<file path="src/rtl/phyinit_pkg.sv">
package phyinit_pkg;
  localparam int WORD_W = 16;
  localparam int ARG_W  = 12;

  typedef enum logic [2:0] {
    ST_OK          = 3'd0,
    ST_NO_SCRIPT   = 3'd1,
    ST_UNSUPPORTED = 3'd2,
    ST_RST_TIMEOUT = 3'd3,
    ST_BAD_WORD    = 3'd4
  } init_status_e;

  typedef enum logic [2:0] {
    K_PAUSE, K_BURST, K_MARK_START, K_MARK_END, K_ILLEGAL
  } word_kind_e;

  localparam logic [3:0]        KIND_PAUSE = 4'h0;
  localparam logic [3:0]        KIND_BURST = 4'h1;
  localparam logic [3:0]        KIND_MARK  = 4'hF;
  localparam logic [ARG_W-1:0]  MARK_END   = 12'hFFF;
  localparam logic [ARG_W-1:0]  MARK_START = 12'h000;
  localparam logic [WORD_W-1:0] TABLE_END  = 16'hFFFF;
endpackage

</file>
<file path="src/rtl/phyinit_decode.sv">
module phyinit_decode
  import phyinit_pkg::*;
(
  input  logic [WORD_W-1:0] word,
  output word_kind_e        kind,
  output logic [ARG_W-1:0]  arg
);
  logic [3:0] kfield;
  assign kfield = word[WORD_W-1:ARG_W];
  assign arg    = word[ARG_W-1:0];

  always_comb begin
    unique case (kfield)
      KIND_PAUSE: kind = K_PAUSE;
      KIND_BURST: kind = K_BURST;
      KIND_MARK: begin
        if (arg == MARK_END)        kind = K_MARK_END;
        else if (arg == MARK_START) kind = K_MARK_START;
        else                        kind = K_ILLEGAL;
      end
      default: kind = K_ILLEGAL;
    endcase
  end
endmodule

</file>
<file path="src/rtl/phyinit_ms_timer.sv">
module phyinit_ms_timer
  import phyinit_pkg::*;
#(
  parameter int CYC_PER_MS = 100000
) (
  input  logic             clk,
  input  logic             rst_n,
  input  logic             load,
  input  logic [ARG_W-1:0] ms_in,
  output logic             expired
);
  localparam int SW = $clog2(CYC_PER_MS + 1);

  logic [ARG_W-1:0] ms_q, ms_n;
  logic [SW-1:0]    sub_q, sub_n;

  always_comb begin
    ms_n  = ms_q;
    sub_n = sub_q;
    if (load) begin
      ms_n  = ms_in;
      sub_n = '0;
    end else if (ms_q != '0) begin
      if (sub_q == SW'(CYC_PER_MS - 1)) begin
        sub_n = '0;
        ms_n  = ms_q - 1'b1;
      end else begin
        sub_n = sub_q + 1'b1;
      end
    end
  end

  always_ff @(posedge clk or negedge rst_n) begin
    if (!rst_n) begin
      ms_q  <= '0;
      sub_q <= '0;
    end else begin
      ms_q  <= ms_n;
      sub_q <= sub_n;
    end
  end

  assign expired = (ms_q == '0);

  AST_EXPIRED_STICKY: assert property (@(posedge clk) disable iff (!rst_n)
    expired && !load |=> expired);
endmodule

</file>
<file path="src/rtl/phyinit_seq.sv">
module phyinit_seq
  import phyinit_pkg::*;
#(
  parameter int              AW            = 16,
  parameter logic [AW-1:0]   LIST_PTR_ADDR = 16'h0002,
  parameter logic [15:0]     CTRL_REG      = 16'h0000,
  parameter int              RST_BIT       = 15,
  parameter int              POLL_MAX      = 100,
  parameter int              CYC_PER_MS    = 100000
) (
  input  logic          clk,
  input  logic          rst_n,
  input  logic          start,
  input  logic [15:0]   module_id,
  output logic          mem_req,
  output logic [AW-1:0] mem_addr,
  input  logic          mem_ack,
  input  logic [15:0]   mem_rdata,
  output logic          phy_req,
  output logic          phy_wr,
  output logic [15:0]   phy_addr,
  output logic [15:0]   phy_wdata,
  input  logic          phy_ack,
  input  logic [15:0]   phy_rdata,
  output logic          busy,
  output logic          done,
  output logic [2:0]    status
);
  localparam int PCW = $clog2(POLL_MAX + 1);

  typedef enum logic [3:0] {
    S_IDLE, S_RST_RD, S_RST_WR, S_POLL, S_PTR, S_ID, S_OFS,
    S_FETCH, S_REGNUM, S_DATA, S_WRITE, S_PAUSE
  } seq_state_e;

  seq_state_e       state_q, state_n;
  logic [AW-1:0]    ptr_q, ptr_n;
  logic [ARG_W-1:0] cnt_q, cnt_n;
  logic [15:0]      reg_q, reg_n;
  logic [15:0]      wdata_q, wdata_n;
  logic [15:0]      mid_q, mid_n;
  logic [PCW-1:0]   poll_q, poll_n;
  init_status_e     status_q, status_n, code;
  logic             done_q, done_n, fin;
  logic             tmr_load, tmr_expired;
  word_kind_e       kind;
  logic [ARG_W-1:0] arg;
  logic             rdata_void;

  phyinit_decode u_dec (.word(mem_rdata), .kind(kind), .arg(arg));

  phyinit_ms_timer #(.CYC_PER_MS(CYC_PER_MS)) u_tmr (
    .clk(clk), .rst_n(rst_n), .load(tmr_load), .ms_in(arg), .expired(tmr_expired)
  );

  assign rdata_void = (mem_rdata == 16'h0000) || (mem_rdata == 16'hFFFF);

  always_comb begin
    state_n  = state_q;
    ptr_n    = ptr_q;
    cnt_n    = cnt_q;
    reg_n    = reg_q;
    wdata_n  = wdata_q;
    mid_n    = mid_q;
    poll_n   = poll_q;
    fin      = 1'b0;
    code     = ST_OK;
    tmr_load = 1'b0;
    unique case (state_q)
      S_IDLE: if (start) begin
        mid_n   = module_id;
        state_n = S_RST_RD;
      end
      S_RST_RD: if (phy_ack) begin
        wdata_n = phy_rdata | (16'h0001 << RST_BIT);
        state_n = S_RST_WR;
      end
      S_RST_WR: if (phy_ack) begin
        poll_n  = '0;
        state_n = S_POLL;
      end
      S_POLL: if (phy_ack) begin
        if (!phy_rdata[RST_BIT]) begin
          ptr_n   = LIST_PTR_ADDR;
          state_n = S_PTR;
        end else if (poll_q == PCW'(POLL_MAX - 1)) begin
          fin  = 1'b1;
          code = ST_RST_TIMEOUT;
        end else begin
          poll_n = poll_q + 1'b1;
        end
      end
      S_PTR: if (mem_ack) begin
        if (rdata_void) begin
          fin  = 1'b1;
          code = ST_NO_SCRIPT;
        end else begin
          ptr_n   = AW'(mem_rdata) + 1'b1;
          state_n = S_ID;
        end
      end
      S_ID: if (mem_ack) begin
        if (mem_rdata == TABLE_END) begin
          fin  = 1'b1;
          code = ST_UNSUPPORTED;
        end else if (mem_rdata == mid_q) begin
          ptr_n   = ptr_q + 1'b1;
          state_n = S_OFS;
        end else begin
          ptr_n = ptr_q + AW'(2);
        end
      end
      S_OFS: if (mem_ack) begin
        if (rdata_void) begin
          fin  = 1'b1;
          code = ST_UNSUPPORTED;
        end else begin
          ptr_n   = AW'(mem_rdata) + 1'b1;
          state_n = S_FETCH;
        end
      end
      S_FETCH: if (mem_ack) begin
        ptr_n = ptr_q + 1'b1;
        unique case (kind)
          K_PAUSE: begin
            tmr_load = 1'b1;
            state_n  = S_PAUSE;
          end
          K_BURST: begin
            cnt_n   = arg;
            state_n = S_REGNUM;
          end
          K_MARK_START: state_n = S_FETCH;
          K_MARK_END: begin
            fin  = 1'b1;
            code = ST_OK;
          end
          default: begin
            fin  = 1'b1;
            code = ST_BAD_WORD;
          end
        endcase
      end
      S_PAUSE: if (tmr_expired) state_n = S_FETCH;
      S_REGNUM: if (mem_ack) begin
        ptr_n   = ptr_q + 1'b1;
        reg_n   = mem_rdata;
        state_n = (cnt_q == '0) ? S_FETCH : S_DATA;
      end
      S_DATA: if (mem_ack) begin
        ptr_n   = ptr_q + 1'b1;
        wdata_n = mem_rdata;
        state_n = S_WRITE;
      end
      S_WRITE: if (phy_ack) begin
        reg_n   = reg_q + 1'b1;
        cnt_n   = cnt_q - 1'b1;
        state_n = (cnt_q == ARG_W'(1)) ? S_FETCH : S_DATA;
      end
      default: state_n = S_IDLE;
    endcase
    if (fin) state_n = S_IDLE;
    done_n   = fin;
    status_n = fin ? code : status_q;
  end

  always_ff @(posedge clk or negedge rst_n) begin
    if (!rst_n) begin
      state_q  <= S_IDLE;
      ptr_q    <= '0;
      cnt_q    <= '0;
      reg_q    <= '0;
      wdata_q  <= '0;
      mid_q    <= '0;
      poll_q   <= '0;
      done_q   <= 1'b0;
      status_q <= ST_OK;
    end else begin
      state_q  <= state_n;
      ptr_q    <= ptr_n;
      cnt_q    <= cnt_n;
      reg_q    <= reg_n;
      wdata_q  <= wdata_n;
      mid_q    <= mid_n;
      poll_q   <= poll_n;
      done_q   <= done_n;
      status_q <= status_n;
    end
  end

  assign mem_req   = (state_q == S_PTR) || (state_q == S_ID) || (state_q == S_OFS) ||
                     (state_q == S_FETCH) || (state_q == S_REGNUM) || (state_q == S_DATA);
  assign mem_addr  = ptr_q;
  assign phy_req   = (state_q == S_RST_RD) || (state_q == S_RST_WR) ||
                     (state_q == S_POLL) || (state_q == S_WRITE);
  assign phy_wr    = (state_q == S_RST_WR) || (state_q == S_WRITE);
  assign phy_addr  = (state_q == S_WRITE) ? reg_q : CTRL_REG;
  assign phy_wdata = wdata_q;
  assign busy      = (state_q != S_IDLE);
  assign done      = done_q;
  assign status    = status_q;

  AST_MEM_REQ_HOLD: assert property (@(posedge clk) disable iff (!rst_n)
    mem_req && !mem_ack |=> mem_req && $stable(mem_addr));
  AST_PHY_REQ_HOLD: assert property (@(posedge clk) disable iff (!rst_n)
    phy_req && !phy_ack |=> phy_req && $stable(phy_addr) && $stable(phy_wdata) && $stable(phy_wr));
  AST_DONE_ONE_CYCLE: assert property (@(posedge clk) disable iff (!rst_n)
    done |=> !done);
  AST_BUSY_FROM_START: assert property (@(posedge clk) disable iff (!rst_n)
    $rose(busy) |-> $past(start));
  AST_POLL_BOUND: assert property (@(posedge clk) disable iff (!rst_n)
    poll_q < PCW'(POLL_MAX));
  AST_PAUSE_QUIET: assert property (@(posedge clk) disable iff (!rst_n)
    (state_q == S_PAUSE) && !tmr_expired |=> !mem_req && !phy_req);
endmodule

</file>
<file path="config.mk">
export PLATFORM = sky130hd
export DESIGN_NAME = phyinit_seq
export DESIGN_NICKNAME = d
export VERILOG_FILES = /design/src/rtl/phyinit_pkg.sv /design/src/rtl/phyinit_decode.sv /design/src/rtl/phyinit_ms_timer.sv /design/src/rtl/phyinit_seq.sv
export SDC_FILE = /design/constraint.sdc
export NUM_CORES = 1
export LEC_CHECK = 0
export CORE_MARGIN = 8
export CORE_UTILIZATION = 55
export CTS_BUF_LIST = sky130_fd_sc_hd__clkbuf_8 sky130_fd_sc_hd__clkbuf_16
export DETAILED_ROUTE_END_ITERATION = 12
export GPL_TIMING_DRIVEN = 0
export PLACE_DENSITY_LB_ADDON = 0.1
export SYNTH_ARGS = -nofsm -noshare
export SYNTH_HDL_FRONTEND = slang
export SYNTH_SLANG_ARGS = --single-unit
</file>
<file path="constraint.sdc">
create_clock -name clk -period 5.15 [get_ports clk]
set_input_delay 1.03 -clock clk [delete_from_list [all_inputs] [get_ports clk]]
set_output_delay 1.03 -clock clk [all_outputs]
set_load 0.01 [all_outputs]
</file>
# Word level (Yosys, flattened, before mapping)
# Cells that the tools add are included.
# totals
mem_bits_ro	0
ram_bits	0
ff_bits	120
wordCells	193
output_inout_bits	56
inputBits	53
latch_bits	0
mem_count	0
# classes
mul	0
shift	0
n_eq_ne	56
n_bitwise	0
n_addsub	8
reduce_logical	38
mux	80
div_mod_pow	0
n_lt_le_gt_ge	0
# ops
operator	n
2-to-1 mux 16 bit	12
2-to-1 mux 4 bit	20
2-to-1 mux 12 bit	6
one-hot mux 16 bit (2 select lines)	2
one-hot mux 16 bit (4 select lines)	1
2-to-1 mux 17 bit	3
inequality test 3 bit (second input constant)	17
adder 16 x 1 -> 16 bit (second input constant)	3
one-hot mux 4 bit (12 select lines)	1
logical NOT 12 bit	3
2-to-1 mux 7 bit	4
inequality test 2 bit (second input constant)	13
one-hot mux 12 bit (2 select lines)	1
subtractor 12 x 1 -> 12 bit (second input constant)	2
equality test 4 bit (second input constant)	5
AND reduction 18 bit	1
adder 17 x 1 -> 17 bit (second input constant)	1
equality test 17 bit (second input constant)	1
adder 16 x 2 -> 16 bit (second input constant)	1
equality test 16 bit	1
equality test 16 bit (second input constant)	1
equality test 4 x 3 -> 1 bit (second input constant)	4
logical NOT 16 bit	1
one-hot mux 3 bit (5 select lines)	1
other kinds (31)	77

# Depth between registers and ports, before layout
# depth
depth_word	11
mapped_depth	11
depth_no_buf	9

# Modules after synthesis
# Synthesis repeated with hierarchy kept, for this count alone.
# hier_totals
cells_unflattened	1021
area_unflattened_um2	8604.5
# by_module_without_submodules
mod	seq_area_each_um2	instances	cells_each	area_each_um2
phyinit_seq	2277.2	1	783	6558.8
phyinit_ms_timer	725.7	1	213	1861.8
phyinit_decode	0.0	1	25	183.9

# Least setup slack after synthesis
# OpenSTA, ideal clock, no wires.
# synth_timing
kind	reg2out
startpoint	reg state_q[2]
endpoint	out phy_addr[10]
setup_slack_ns	2.361
t_arrival_ns	1.759
stages_incl_launch_ff	8
required_ns	4.120
path_cell_list	dfrtp_1 -> buf_2 -> nand2b_1 -> clkbuf_1 -> nor2_1 -> clkbuf_1 -> clkbuf_1 -> and2_1
# synth_between
elab_chain_len	2
# synth_rtl
item	line	text
start, declared	phyinit_seq.sv:36	seq_state_e state_q, state_n;
start signal, assigned	phyinit_seq.sv:179	state_q <= state_n;
equality test 4 bit	phyinit_seq.sv:197	assign phy_addr = (state_q == S_WRITE) ? reg_q : CTRL_REG;
2-to-1 mux 16 bit	phyinit_seq.sv:197	
end, declared	phyinit_seq.sv:21	output logic [15:0] phy_addr,
# Every way passes these cells.

# Final worst setup path
# layout_timing
startpoint	reg state_q[2]
endpoint	out phy_addr[13]
# Same word-level chain as after synthesis.

==> impl_metrics.tcl <==
set metrics [dict create \
    run_status "complete, no violations" \
    wirelength_um 24140 \
    synthSimpleGateAreaFrac 0.2475 \
    drive_above_1_share 0.09270 \
    routedWlPerCell_um 19.28 \
    fin_crit_sh 0.8710 \
    antenna_found_initial 0 \
    holdPathEnd "phy_wdata[1]$_DFFE_PN0P_" \
    hp-start "phy_wdata[1]$_DFFE_PN0P_" \
    port_buffers 98 \
    reg2regPathDepth 9 \
    regToRegSetupSlack_ns 2.34 \
    cts_buffers 17 \
    syn-num-nets 1000 \
    place_congestion 0.9234 \
    synth-compound-area-share 0.2013 \
    synth_cell_types 68 \
    slew-limit-headroom 0.3179 \
    initialDrtViolationCount 788 \
    die_h_um 135.9 \
    crit_path_end_kind "output port" \
    post_cts_buffers 0 \
    vias 7714 \
    rsz0062_at_grt "no" \
    setup_viol 0 \
    syn2layout_area_growth_pct 23.68 \
    drtAntennaViolNets 0 \
    yosysSeqAreaShare 0.3801 \
    cp_data_required_time_ns 4.12 \
    synthMuxAreaShare 0.05100 \
    synth_area_leader_cell "dfrtp_1" \
    grt_use_total 0.2629 \
    drt_pass1_iterations 5 \
    power.density_mw_per_mm2 486.8 \
    rows 44 \
    finalCriticalPeriod_ns 4.486 \
    ys_ff_latch 120 \
    avgSynthCellArea_um2 8.431 \
    r2r-start "u_tmr.ms_q[0]$_DFFE_PN0P_" \
    syn_area_mm2 0.007900 \
    root_buffer "clkbuf_16" \
    postSynthCellCount 937 \
    grt_pass1_wl_um 38900 \
    detailed_place_hpwl_um 17230 \
    r2r-end "u_tmr.sub_q[3]$_DFFE_PN0P_" \
    start_util 0.5541 \
    synth_most_common_cell "dfrtp_1" \
    clock_sinks 120 \
    cp_max_fo 10 \
    worstSetupStartpointType "flop" \
    ios 109 \
    ir_drop_uv 251.7 \
    synth_edf_count 0 \
    grt_max_degree 78 \
    synth_top_family_by_area "simple AND/OR/NAND/NOR gates" \
    nNetsFinal 1118 \
    synth_fa_ha_area_frac 0.01584 \
    path_class "flop to output port" \
    cts_hold_buf 0 \
    post_cts_resized 0 \
    synthTopCellsByArea "dfrtp_1, o21ai_0, nand2_1, a21oi_1, nor2_1" \
    p_leak_nw 3.908 \
    finalHoldViolations 0 \
    synth_top_area_frac 0.3801 \
    drc 0 \
    fillCellCount 1201 \
    max_cap_viol_count 0 \
    min_path_type "flop to flop" \
    die_x_um 135.9 \
    setup_tns_ns 0 \
    fmax_ghz 0.2229 \
    diodes 0 \
    cts_tree "done" \
    clockBufferDepth 2 \
    worstSetupStartpoint "state_q[2]$_DFFE_PN0P_" \
    power.total_mw 4.757 \
    finClkSkew_ns 0.01066 \
    grt.overflow.total 0 \
    max_slew.worst_pin.slew_ns 1.015 \
    min_path_cells 2 \
    grt_pass1_vias 7563 \
    core_area_mm2 0.01426 \
    synth_flop_cell "dfrtp_1" \
    synth_xor_area_frac 0.05654 \
    ys_async_sr_fraction 1.000 \
    viasPerCell 6.161 \
    cp_data_arrival_time_ns 3.46 \
    clk_pin_slew_ns 0.06 \
    dieArea_mm2 0.01846 \
    insertion_delay_ns 0.42 \
    yosys_warnings 0 \
    netlist_top_cells_count "dfrtp_1, nand2_1, o21ai_0, nor2_1, a21oi_1" \
    htreeDepth 4 \
    slew_viol_final 0 \
]
-- logic make-up (layout without fill, tap and decap cells) --
kind of cell / count (synthesis) / in the layout
simple gates: 378 / 378
buf+inv: 83 / 214
fa+ha+maj: 10 / 10
flops: 120 / 120
mux: 38 / 38
xor+xnor: 51 / 51
compound gates: 257 / 257
-- area by class of cell --
cell class	instances	area (µm²)	area share
clock buffers	19	452.9	0.04636
flip-flops and latches	120	3003	0.3073
repair buffers	99	1010	0.1033
plain buffers	61	294.0	0.03009
multi-input cells	734	4521	0.4627
inverters	22	82.58	0.008452
well taps	184	230.2	0.02356
clock inverters	13	177.7	0.01818
-- worst max path at each step --
| stage | endpoint | slack (ns) | depth (start not counted) |
|---|---|---|---|
| 2_1_floorplan | phy_addr[10] | 2.36 | 7 |
| 3_3_place_gp | poll_q[5]$_DFFE_PN0P_ | -1.82 | 1 |
| 3_5_place_dp | u_tmr.ms_q[6]$_DFFE_PN0P_ | 0.98 | 8 |
| 4_1_cts | phy_addr[13] | 0.70 | 8 |
| 5_1_grt | phy_addr[11] | 0.45 | 8 |
| 6_report | phy_addr[13] | 0.66 | 8 |
-- through the flow --
stage / std cells / worst slack [ns] / hold WS (ns) / utilization / instance area [µm²]
final: 1252 / 0.6643 / 0.4792 / 0.6852 / 9771
after global placement: 1219 / -1.819 / 0.4602 / 0.6390 / 9111
after CTS: 1252 / 0.7025 / 0.4817 / 0.6852 / 9771
after global routing: 1252 / 0.4543 / 0.5072 / 0.6852 / 9771
after floorplan: 937 / 2.361 / 0.4455 / - / 7900
after detailed placement: 1220 / 0.9809 / 0.4691 / 0.6410 / 9140
-- cells in the final DEF, fill, tap and decap left out, drive strengths merged, types with 21 or more instances in the layout --
cell type / netlist / final
clkdlybuf4s50: 0 / 97
clkbuf: 35 / 54
nor2: 80 / 80
o21ai: 97 / 97
a21oi: 69 / 69
buf: 26 / 28
and2: 21 / 21
inv: 22 / 25
xor2: 32 / 32
nand2: 93 / 93
nand3: 48 / 48
dfrtp: 120 / 120
nor3: 25 / 25
nand4: 23 / 23
-- metal layers --
layer | track usage | part of all wire
met2 | 0.4117 | 0.47
met1 | 0.3419 | 0.43
met3 | 0.06689 | 0.085
met5 | 0 | 0
met4 | 0.1037 | 0.023
-- critical path, cell delays in order (launching register included) --
cell and delay [ns]:
dfrtp_1 0.35, buf_2 0.19, nand2b_1 0.16, clkbuf_1 0.18, nor2_1 0.65, clkbuf_1 0.49, clkbuf_1 0.30, and2_1 0.18
clkdlybuf4s50_1 0.55
-- power by group --
group	switching, mW	internal, mW
Sequential	0.323	1.27
Combinational	1.04	0.845
Clock	0.443	0.831
-- sequential cells by signal, summed over array words and instances (netlist names) --
register and cells:
done 1, mid_q 16, phy_wdata 16, mem_addr 16
state_q 4, poll_q 7, status 3, cnt_q 12
reg_q 16, u_tmr.sub_q 17, u_tmr.ms_q 12
Note: power is estimated with default switching activity, not from simulation.
